===== src/rtl/pll_ctl_pkg.sv =====
package pll_ctl_pkg;
  typedef enum logic {
    ADDR_CTL  = 1'b0,
    ADDR_PROG = 1'b1
  } reg_addr_e;

  localparam int CTL_ON_BIT  = 0;
  localparam int CTL_SEL_BIT = 1;

  typedef struct packed {
    logic sel;
    logic on;
  } ctl_state_t;
endpackage


===== src/rtl/pll_prog_reg.sv =====
module pll_prog_reg #(
  parameter int NW = 4,
  parameter int LW = 4
) (
  input  logic             clk,
  input  logic             rst_n,
  input  logic             wr_stb,
  input  logic [NW+LW-1:0] wr_data,
  output logic [NW-1:0]    n_raw,
  output logic [LW-1:0]    l_raw,
  output logic [NW-1:0]    n_eff,
  output logic [LW-1:0]    l_eff,
  output logic             l_zero,
  output logic             l_zero_store
);
  localparam logic [NW-1:0] N_ONE = NW'(1);
  localparam logic [LW-1:0] L_ONE = LW'(1);

  logic [NW-1:0] n_q;
  logic [LW-1:0] l_q;

  always_ff @(posedge clk) begin
    if (!rst_n) begin
      n_q <= N_ONE;
      l_q <= L_ONE;
    end else if (wr_stb) begin
      n_q <= wr_data[NW+LW-1:LW];
      l_q <= wr_data[LW-1:0];
    end
  end

  always_comb begin
    n_raw        = n_q;
    l_raw        = l_q;
    n_eff        = (n_q == '0) ? N_ONE : n_q;
    l_eff        = l_q;
    l_zero       = (l_q == '0);
    l_zero_store = wr_stb && (wr_data[LW-1:0] == '0);
  end

  AST_N_NONZERO: assert property (@(posedge clk) disable iff (!rst_n)
    n_eff != '0);
  AST_PROG_STORE: assert property (@(posedge clk) disable iff (!rst_n)
    wr_stb |=> {n_raw, l_raw} == $past(wr_data));
endmodule


===== src/rtl/pll_ctl_interlock.sv =====
module pll_ctl_interlock
  import pll_ctl_pkg::*;
(
  input  logic clk,
  input  logic rst_n,
  input  logic wr_stb,
  input  logic wr_on,
  input  logic wr_sel,
  input  logic l_zero,
  input  logic force_xtal,
  output logic on_q,
  output logic sel_q
);
  ctl_state_t st_q, st_nxt;
  logic on_chg, sel_chg, joint;

  always_comb begin
    on_chg  = (wr_on != st_q.on);
    sel_chg = (wr_sel != st_q.sel);
    joint   = on_chg && sel_chg;
    st_nxt.on = (st_q.sel && !wr_on) ? 1'b1 : wr_on;
    if (joint)       st_nxt.sel = st_q.sel;
    else if (wr_sel) st_nxt.sel = st_q.on && !l_zero;
    else             st_nxt.sel = 1'b0;
  end

  always_ff @(posedge clk) begin
    if (!rst_n) begin
      st_q <= '0;
    end else if (force_xtal) begin
      st_q.sel <= 1'b0;
    end else if (wr_stb) begin
      st_q <= st_nxt;
    end
  end

  assign on_q  = st_q.on;
  assign sel_q = st_q.sel;

  AST_SEL_NEEDS_ON: assert property (@(posedge clk) disable iff (!rst_n)
    sel_q |-> on_q);
  AST_OFF_BLOCKS_SEL: assert property (@(posedge clk) disable iff (!rst_n)
    (wr_stb && !on_q) |=> !sel_q);
  AST_SEL_HOLDS_ON: assert property (@(posedge clk) disable iff (!rst_n)
    (wr_stb && sel_q && !wr_on) |=> on_q);
  AST_NO_JOINT_CHANGE: assert property (@(posedge clk) disable iff (!rst_n)
    (wr_stb && (wr_on != on_q) && (wr_sel != sel_q)) |=> (sel_q == $past(sel_q)));
  AST_FORCE_XTAL: assert property (@(posedge clk) disable iff (!rst_n)
    force_xtal |=> !sel_q);
endmodule


===== src/rtl/pll_rd_mux.sv =====
module pll_rd_mux
  import pll_ctl_pkg::*;
#(
  parameter int DW = 8
) (
  input  logic          rd_sel_prog,
  input  logic          on_q,
  input  logic          sel_q,
  input  logic [DW-1:0] prog_q,
  output logic [DW-1:0] rd_data
);
  logic [DW-1:0] ctl_word;

  for (genvar b = 0; b < DW; b++) begin : g_ctl_bits
    if (b == CTL_ON_BIT) begin : g_on
      assign ctl_word[b] = on_q;
    end else if (b == CTL_SEL_BIT) begin : g_sel
      assign ctl_word[b] = sel_q;
    end else begin : g_pad
      assign ctl_word[b] = 1'b0;
    end
  end

  assign rd_data = (rd_sel_prog == ADDR_PROG) ? prog_q : ctl_word;
endmodule


===== src/rtl/pll_ctl_regs.sv =====
module pll_ctl_regs
  import pll_ctl_pkg::*;
#(
  parameter int NW = 4,
  parameter int LW = 4
) (
  input  logic             clk,
  input  logic             rst_n,
  input  logic             wr_en,
  input  logic             wr_sel_prog,
  input  logic [NW+LW-1:0] wr_data,
  input  logic             rd_sel_prog,
  output logic [NW+LW-1:0] rd_data,
  output logic             pll_en,
  output logic             vco_sel_req,
  output logic [NW-1:0]    n_eff,
  output logic [LW-1:0]    l_eff
);
  localparam int DW = NW + LW;

  logic          prog_stb, ctl_stb;
  logic [NW-1:0] n_raw;
  logic [LW-1:0] l_raw;
  logic          l_zero, l_zero_store;
  logic          on_q, sel_q;

  assign prog_stb = wr_en && (wr_sel_prog == ADDR_PROG);
  assign ctl_stb  = wr_en && (wr_sel_prog == ADDR_CTL);

  pll_prog_reg #(.NW(NW), .LW(LW)) u_prog (
    .clk          (clk),
    .rst_n        (rst_n),
    .wr_stb       (prog_stb),
    .wr_data      (wr_data),
    .n_raw        (n_raw),
    .l_raw        (l_raw),
    .n_eff        (n_eff),
    .l_eff        (l_eff),
    .l_zero       (l_zero),
    .l_zero_store (l_zero_store)
  );

  pll_ctl_interlock u_lock (
    .clk        (clk),
    .rst_n      (rst_n),
    .wr_stb     (ctl_stb),
    .wr_on      (wr_data[CTL_ON_BIT]),
    .wr_sel     (wr_data[CTL_SEL_BIT]),
    .l_zero     (l_zero),
    .force_xtal (l_zero_store),
    .on_q       (on_q),
    .sel_q      (sel_q)
  );

  pll_rd_mux #(.DW(DW)) u_rd (
    .rd_sel_prog (rd_sel_prog),
    .on_q        (on_q),
    .sel_q       (sel_q),
    .prog_q      ({n_raw, l_raw}),
    .rd_data     (rd_data)
  );

  assign pll_en      = on_q && !l_zero;
  assign vco_sel_req = sel_q;

  AST_L_ZERO_NO_VCO: assert property (@(posedge clk) disable iff (!rst_n)
    (l_eff == '0) |-> !vco_sel_req);
  AST_VCO_NEEDS_PLL: assert property (@(posedge clk) disable iff (!rst_n)
    vco_sel_req |-> pll_en);
endmodule


===== config.mk =====
export PLATFORM = sky130hd
export DESIGN_NAME = pll_ctl_regs
export DESIGN_NICKNAME = d
export VERILOG_FILES = /design/src/rtl/pll_ctl_pkg.sv /design/src/rtl/pll_prog_reg.sv /design/src/rtl/pll_ctl_interlock.sv /design/src/rtl/pll_rd_mux.sv /design/src/rtl/pll_ctl_regs.sv
export SDC_FILE = /design/constraint.sdc
export NUM_CORES = 1
export LEC_CHECK = 0
export ABC_AREA = 1
export BUFFER_PORTS_ARGS = -buffer_cell sky130_fd_sc_hd__buf_2
export CAP_MARGIN = 20
export CORE_AREA = 2 2 39 41
export DETAILED_ROUTE_END_ITERATION = 12
export DIE_AREA = 0 0 41 43
export GPL_TIMING_DRIVEN = 0
export PLACE_DENSITY = 0.75
export SLEW_MARGIN = 20
export SYNTH_ARGS = -nofsm -noshare
export SYNTH_HDL_FRONTEND = slang
export SYNTH_SLANG_ARGS = --single-unit

===== constraint.sdc =====
create_clock -name clk -period 1.95 [get_ports clk]
set_input_delay 0.0975 -clock clk [delete_from_list [all_inputs] [get_ports clk]]
set_output_delay 0.0975 -clock clk [all_outputs]
set_load 0.005 [all_outputs]

### Word-level counts from Yosys, hierarchy flattened

Index checks and enable logic that the tools add are counted.

* bits in registers: 10
* output and inout bits: 18
* input port bits: 13

* reductions and logical operators: 14
* mux-type cells: 4
* eq/ne operators: 2
* bitwise gates (word level): 4

Operators with widths (number)
* 4-bit zero test: 3
* 8-bit 2-to-1 mux: 1
* 1-bit logical AND: 6
* 4-bit 2-to-1 mux: 1
* 1-bit inverter: 4
* 2-bit AND reduction: 2
* 1-bit zero test: 2
* 1-bit 2-to-1 mux: 2
* 1-bit != test: 2
* 2-bit OR reduction: 1

### Logic depth before layout (Yosys ltp)

Gate-level depths: netlist (run 1).

* word-level depth: 4
* depth in mapped cells: 7

### Modules after synthesis

From an unflattened synthesis (run 1), not the netlist that was laid out.

* cell total of the unflattened synthesis: 111
* area, all modules: 639.4 µm²

By module, submodules not included
* pll_prog_reg: area an instance 404.1 µm², instances 1, cells each 65
* pll_ctl_interlock: area an instance 127.6 µm², instances 1, cells each 20
* pll_rd_mux: area an instance 82.6 µm², instances 1, cells each 20
* pll_ctl_regs: area an instance 25.0 µm², instances 1, cells each 6

### Worst setup path after synthesis (run 1)

Ideal clock, no wire load.

* path type: register -> register
* start point: reg u_lock.st_q, in the netlist u_lock.sel_q
* end point: reg u_lock.st_q, in the netlist u_lock.sel_q
* clock period less this slack: 0.847 ns
* stages on the path, launching flop included: 8
* library setup time: 0.115 ns
* data required time: 1.835 ns
* arrival: 0.732 ns
* setup slack: 1.103 ns
* cells stage by stage: dfxtp_1 inv_1 nand2_1 nand2_1 nand2_1 nand3_1 nand2_1 nor2_1

* word-level cells in the longest chain between the ends: 4

RTL lines
* start: declaration: line pll_ctl_interlock.sv:14 `ctl_state_t st_q, st_nxt;`
* start signal: assignment: line pll_ctl_interlock.sv:33 `st_q <= st_nxt;`
* 1-bit != test: line pll_ctl_interlock.sv:19 `sel_chg = (wr_sel != st_q.sel);`
* 1-bit logical AND: line pll_ctl_interlock.sv:20 `joint = on_chg && sel_chg;`
* 1-bit inverter (no line)
* 2-bit AND reduction (no line)

Every way passes these cells.
A chain may end at the register's enable or synchronous reset.

### Final worst setup path (run 1)

* start point: reg u_prog.l_q[1], in the netlist u_prog.l_eff[1]
* end point: out pll_en

* word-level cells in the longest chain between the ends: 3

RTL lines
* start: declaration: line pll_prog_reg.sv:20 `logic [LW-1:0] l_q;`
* start signal: assignment: line pll_prog_reg.sv:28 `l_q <= wr_data[LW-1:0];`
* 4-bit zero test: line pll_prog_reg.sv:37 `l_zero = (l_q == '0);`
* 1-bit zero test: line pll_ctl_regs.sv:63 `assign pll_en = on_q && !l_zero;`
* 1-bit logical AND: line pll_ctl_regs.sv:63
* end: declaration: line pll_ctl_regs.sv:14 `output logic pll_en,`

Every way passes these cells.

==> qor.yml, run 1 <==
routedWlPerCell_um: 9.45
finalInstanceArea_um2: 717
start_util_pct: 37.3
r2r_slack_ps: 1040
dp_hpwl_um: 975
max_stage_delay_ps: 380
post-route-period-util_pct: 57.2
hold_viol_final: 0
io_buffers: 29
p_sw_share_pct: 27.1
critPathMaxFanout: 4
timing.rr.start: "u_lock.sel_q"
drive_above_1_share_pct: 33.9
yosys.area_share.simple_pct: 30.1
ios: 31
outcome: "finished clean"
yosysSeqAreaShare_pct: 38.8
rows: 14
clock.fmax_mhz: 896
vias: 611
ctsRootBufferMaster: "clkbuf_4"
crit_type: "register to output port"
synth_xor_area_share_pct: 0
p_leak_uw: 0.000430
period_minus_slack_ps: 1120
cts-htree-levels: 1
synthMuxAreaShare_pct: 0
p_int_uw: 375
layout.nets: 129
antenna_found_initial: 0
multi_input_area_um2: 244
placed_area_um2: 681
drv_slew: 0
regArea_um2: 200
synth_cell_type_count: 18
antenna_cells: 0
gp_congestion: 0.757
synthAdderAreaFrac_pct: 0
avgSynthCellArea_um2: 6.29
drc: 0
fin_util_pct: 51.8
synth.largest_area_cell: "dfxtp_1"
finalClockSkew_ps: 0.862
synth_top_area_share_pct: 38.8
yosys_warnings: 0
ys_ff_latch: 10
min-delay-start: "wr_data[4]"
rsz0062_at_grt: "false"
area_growth_syn_to_layout_pct: 39.1
worst_slack_ps: 834
worstMarginPinSlew_ps: 205
min_path_type: "input pin to register"
die_area_mm2: 0.00176
insertion_delay_ps: 260
synth_fp_nets: 95
hold_depth: 3
p_seq_share_pct: 44.8
drtAntennaViolNets: 0
worstSetupStartpoint: "u_prog.l_eff[1]"
post-place-ws_ps: 1040
die_w_um: 41
cp.arrival_ps: 1020
drt_iter0_drc: 6
numCtsBuffers: 3
syn_inst: 82
critical_path_required_ps: 1850
cp-end-kind: "output port"
slew_headroom_pct: 86.3
finalWirelength_um: 1240
core_area_mm2: 0.00138
grt_use_total_pct: 14.5
grt_overflow: 0
cts_tree: "built"
worst-r2r-cell-count: 7
clock_sinks: 10
power.switching_uw: 139
ir_drop_v: 0.000446
synth_top_family_by_area: "simple AND/OR/NAND/NOR gates"
n_fill_cell: 152
maxCapViolCount: 0
synthesis.area_um2: 515
synth-compound-area-share_pct: 17.2
r2r_end: "u_lock.sel_q"
cp-start-kind: "register"
vias_per_cell: 4.66
dr.pass1.iters: 4
p_clk_share_pct: 36.6
path_cells: "nor2_1 > a21oi_1 > buf_2"
min_to: "u_prog.n_raw[0]"
grt_pass1_wl_um: 1780
setup-violations-final: 0
netlist_top_cells_area: "dfxtp_1, nand2_1, inv_1"
critPathSlowestCell: "dfxtp_1"
cts.repair.resized: 0
finalSetupTns_ps: 0
power_uw: 515
cts_setup_buffers: 0
die_h_um: 43
ctsHoldBuffers: 0
clkSlewWorstSetupHoldPaths_ps: 70
p_per_area_mw_per_mm2: 718
grt_pass1_vias: 474
combPwrFrac_pct: 18.6
grt_max_degree: 11
clockBufferDepth: 2
## final cells by class
type                            count  area share (%)
Multi-Input combinational cell     54            34.0
Sequential cell                    10            27.9
Timing Repair Buffer               29            20.2
Inverter                           14            7.68
Clock buffer                        4            5.06
Tap cell                           16            2.79
Buffer                              4            2.27
## cells in the mapped netlist (all sizes together)
cell    number
o21ai        8
a31oi        1
a21oi        4
nor3         2
o31ai        1
nand3        2
dfxtp       10
nor2        14
buf          1
clkbuf       3
inv         14
nand2       20
o211ai       2
## sequential cells by signal, summed over array words and instances, names as in the netlist
name,count
u_lock.sel_q,1
u_prog.n_raw,4
u_lock.on_q,1
u_prog.l_eff,4
## power by group through the flow
| stage | Clock, µW | Sequential (µW) | Combinational, µW |
|---|---|---|---|
| after global routing | 201 | 232 | 110 |
| after detailed placement | 0 | 235 | 96.5 |
| after global placement | 0 | 234 | 94.5 |
| after CTS | 190 | 230 | 96.9 |
| final | 188 | 230 | 95.8 |
| after floorplan | 0 | 234 | 51.6 |
## cells by family after synthesis
group / count (synthesis)
AOI/OAI and AO/OA: 16
buffers and inverters: 18
DFF: 10
and+or+nand+nor: 38
## metal layers
layer	routed length, µm	global-route usage, %
met1	547	17.0
met2	565	25.0
met3	110	3.14
met4	15	4.00
met5	0	0
## worst max path at each step
stage / end / slack [ps]
2_1_floorplan: u_lock.sel_q / 1100
3_3_place_gp: u_lock.sel_q / 1060
3_5_place_dp: u_lock.sel_q / 1040
4_1_cts: rd_data[1] / 830
5_1_grt: rd_data[0] / 760
6_report: pll_en / 830
## cells in the final DEF (no fill, tap or decap), types with 3 or more instances in the layout
cell / Yosys / routed
dfxtp_1: 10 / 10
nor2_1: 12 / 12
o21ai_0: 7 / 7
clkbuf_1: 3 / 3
buf_2: 1 / 30
inv_1: 12 / 12
nand2_1: 19 / 19
clkbuf_4: 0 / 3
a21oi_1: 4 / 4
## critical path, delay by kind of cell (launching register included)
family	cells	cell delay, ps
AOI/OAI and AO/OA	1	160
buffers and inverters	1	130
and+or+nand+nor	1	90
DFF	1	380
## stage by stage
stage,cells,hold WS (ps)
after floorplan,82,196
after global placement,127,320
after detailed placement,127,322
after CTS,131,48.6
after global routing,131,86.3
final,131,43.3
No activity file was read; power rests on OpenSTA's default activity.
==> run 2: changes to the inputs <==
--- a/config.mk
+++ b/config.mk
@@ -5,14 +5,14 @@
 export SDC_FILE = /design/constraint.sdc
 export NUM_CORES = 1
 export LEC_CHECK = 0
-export ABC_AREA = 1
+export ABC_AREA = 0
 export BUFFER_PORTS_ARGS = -buffer_cell sky130_fd_sc_hd__buf_2
 export CAP_MARGIN = 20
-export CORE_AREA = 2 2 39 41
+export CORE_MARGIN = 1.5
+export CORE_UTILIZATION = 36
 export DETAILED_ROUTE_END_ITERATION = 12
-export DIE_AREA = 0 0 41 43
 export GPL_TIMING_DRIVEN = 0
-export PLACE_DENSITY = 0.75
+export PLACE_DENSITY = 0.74
 export SLEW_MARGIN = 20
 export SYNTH_ARGS = -nofsm -noshare
 export SYNTH_HDL_FRONTEND = slang
==> constraint.sdc (replaced) <==
create_clock -name clk -period 1 [get_ports clk]
set_input_delay 0.05 -clock clk [delete_from_list [all_inputs] [get_ports clk]]
set_output_delay 0.05 -clock clk [all_outputs]
set_load 0.005 [all_outputs]
==> run 2 against run 1 <==
Net effect: the run now ends with negative setup slack left; clock-buffer cell count stayed put; hold slack worse by 16 ps; first-iteration DRC count increased to 3.2 times the previous value; combinational power up 110%; clock power rose by 90%; final cell count is 7.6% lower; critical path depth is 1 lower; largest cell class unchanged; largest power group unchanged.
==> qor.yml, run 2 <==
outcome: "complete, but fails checks"  # was finished clean
failed_checks: "negative setup slack"
finalInstanceArea_um2: 881  # was 717 µm²
grt_pass1_vias: 498  # was 474
ios: 31  # unchanged
finalClockSkew_ps: 4.98  # was 0.862 ps
cp-start-kind: "register"  # unchanged
period_minus_slack_ps: 1210
drt_iter0_drc: 19  # was 6
dp.cells: 108  # was 127
yosysSeqAreaShare_pct: 39.5  # was 38.8%
cts_tree: "built"  # unchanged
critPathMaxFanout: 2  # was 4
insertion_delay_ps: 260  # about the same
area_growth_syn_to_layout_pct: 73.8  # was 39.1%
synthTopCellsByCount: "nand2_1, dfxtp_1, a21boi_0, and2_1, clkbuf_1"  # was nand2_1, inv_1, nor2_1
hold_depth: 3  # unchanged
critPathSlowestCell: "o41a_1"  # was dfxtp_1
drc: 0  # unchanged
min-delay-start: "wr_data[4]"  # unchanged
cp-end-kind: "output port"  # unchanged
yosys_warnings: 0  # unchanged
combPwrFrac_pct: 20.4  # was 18.6%
post-route-period-util_pct: 121
rows: 13  # was 14
final_cell_mix: "buf_2, nand2_1, buf_6"  # was buf_2, nand2_1, inv_1, nor2_1, dfxtp_1
p_sw_share_pct: 23.9  # was 27.1%
grt_pass1_wl_um: 2270  # was 1780 µm
gp_congestion: 0.784  # was 0.757
ir_drop_v: 0.000718  # was 0.000446 V
grt_use_total_pct: 22.0  # was 14.5%
final_common_cell: "buf_2"  # unchanged
vias_per_cell: 5.08  # was 4.66
timing.rr.start: "u_prog.l_eff[3]"  # was u_lock.sel_q
synth_edf_count: 0  # unchanged
synth.most_common_cell: "nand2_1"  # unchanged
p_int_uw: 757  # was 375 µW
worstMarginPinSlew_ps: 371  # was 205 ps
antenna_cells: 0  # unchanged
numCtsBuffers: 3  # unchanged
finalWirelength_um: 1550  # was 1240 µm
synth-async-reset-ratio_pct: 0  # unchanged
setup-violations-final: 6  # was 0
cts-htree-levels: 1  # unchanged
io_buffers: 29  # unchanged
layout.nets: 120  # was 129
synth_top_area_share_pct: 39.5  # was 38.8%
synthesis.area_um2: 507  # was 515 µm²
ctsRootBufferMaster: "clkbuf_4"  # unchanged
finalNonFillerCells: 121  # was 131
power.switching_uw: 237  # was 139 µW
p_leak_uw: 0.000419  # was 0.000430 µW
drv_slew: 0  # unchanged
grt_overflow: 0  # unchanged
r2r_slack_ps: -110  # was 1040 ps
die_w_um: 40.5  # was 41 µm
clock.fmax_mhz: 824
crit_type: "register to output port"  # unchanged
placed_area_um2: 672  # was 681 µm²
clockBufferDepth: 2  # unchanged
slew_headroom_pct: 75.3  # was 86.3%
clkSlewWorstSetupHoldPaths_ps: 70  # about the same
synthFlopType: "dfxtp_1"  # unchanged
p_per_area_mw_per_mm2: 1130  # was 718 mW/mm²
rsz0062_at_grt: "true"  # was false
die_h_um: 40.5  # was 43 µm
path_cells: "o41a_1 > buf_2"  # was nor2_1 > a21oi_1 > buf_2
fin_util_pct: 67.7  # was 51.8%
dr.pass1.iters: 4  # unchanged
syn_inst: 64  # was 82
post-place-ws_ps: -88.7  # was 1040 ps
max_stage_delay_ps: 440  # was 380 ps
synth_cell_type_count: 22  # was 18
r2r_end: "u_lock.sel_q"  # unchanged
holdWs_ps: 27.3  # was 43.3 ps
p_seq_share_pct: 43.6  # was 44.8%
min_to: "u_prog.n_raw[0]"  # unchanged
worst-r2r-cell-count: 3  # was 7
netlist_top_cells_area: "dfxtp_1, nand2_1, a21boi_0"  # was dfxtp_1, nand2_1, inv_1
start_util_pct: 38.9  # was 37.3%
ys_ff_latch: 10  # unchanged
drtAntennaViolNets: 0  # unchanged
die_area_mm2: 0.00164  # was 0.00176 mm²
worst_slack_ps: -213  # was 834 ps
critPathTopFamily: "compound AO/OA/AOI/OAI gates"  # was flip-flops
maxCapViolCount: 0  # unchanged
grt_max_degree: 11  # unchanged
p_clk_share_pct: 35.9  # was 36.6%
synth_fp_nets: 77  # was 95
core_area_mm2: 0.00130  # was 0.00138 mm²
dp_hpwl_um: 941  # was 975 µm
drive_above_1_share_pct: 56.6  # was 33.9%
ctsHoldBuffers: 0  # unchanged
avgSynthCellArea_um2: 7.92  # was 6.29 µm²
antenna_found_initial: 0  # unchanged
clock_sinks: 10  # unchanged
crit_buf_inv: 1  # unchanged
cp.arrival_ps: 1160  # was 1020 ps
routedWlPerCell_um: 12.8  # was 9.45 µm
critical_path_required_ps: 950  # was 1850 ps
synth.largest_area_cell: "dfxtp_1"  # unchanged
min_path_type: "input pin to register"  # unchanged
hold_viol_final: 0  # unchanged
vias: 615  # was 611
==> run 2: cells by family (layout without fill, tap and decap cells) <==
family,Yosys count,in the layout,share of synthesized area [%]
muxes,2,2,4.44
buffers and inverters,5,47,3.95
AOI/OAI and AO/OA,12,12,17.5
xor gates and xnor gates,1,1,1.73
DFF,10,10,39.5
and+or+nand+nor,34,34,32.8
==> run 2: how the worst max path moves through the flow <==
stage	startpoint	end	slack, ps	cells past startpoint
after global routing	u_prog.l_eff[3]	pll_en	-240	2
after CTS	u_prog.l_eff[3]	pll_en	-210	2
final	u_prog.l_eff[3]	pll_en	-210	2
after global placement	u_prog.l_eff[2]	u_lock.sel_q	-70	3
after floorplan	u_prog.l_eff[2]	u_lock.sel_q	-70	3
after detailed placement	u_prog.l_eff[2]	u_lock.sel_q	-90	3
==> run 2: final cells by class <==
| class | count | area [µm²] |
|---|---|---|
| repair buffers | 38 | 282 |
| well taps | 15 | 18.8 |
| multi-input cells | 49 | 312 |
| plain buffers | 5 | 20.0 |
| clock buffers | 4 | 36.3 |
| flip-flops and latches | 10 | 213 |
| fillers | 114 | 420 |
==> run 2: timing repair <==
action	4_1_cts	5_1_grt
gates resized for setup	21	8
buffers inserted	7	2
pin swaps	2	0
endpoints found under the setup margin	5	9
==> run 2: worst reg2reg max path: cells and delay by family, from the launching register on <==
family | cells | cell delay, ps
AO/OA/AOI/OAI | 3 | 670
flip-flops | 1 | 320
==> run 2: routing by layer <==
metal | vias up | wire length, µm | track usage [%]
met5 | - | 0 | 0
met4 | 0 | 25 | 11.7
met3 | 4 | 100 | 8.33
met2 | 29 | 857 | 35.7
met1 | 285 | 569 | 24.7
li1 | 297 | - | -
==> run 2: through the flow <==
stage	setup TNS [ps]	total power [µW]
floorplan	-68.3	508
global placement	-68.4	579
detailed placement	-88.7	584
CTS	-497	985
global route	-847	1050
finish	-624	994
==> run 2: power groups by stage <==
stage          Sequential, µW  Combinational [µW]  Clock (µW)
2_1_floorplan             440                68.0           0
3_3_place_gp              442                 137           0
3_5_place_dp              444                 140           0
4_1_cts                   433                 183         368
5_1_grt                   435                 226         389
6_report                  434                 203         357
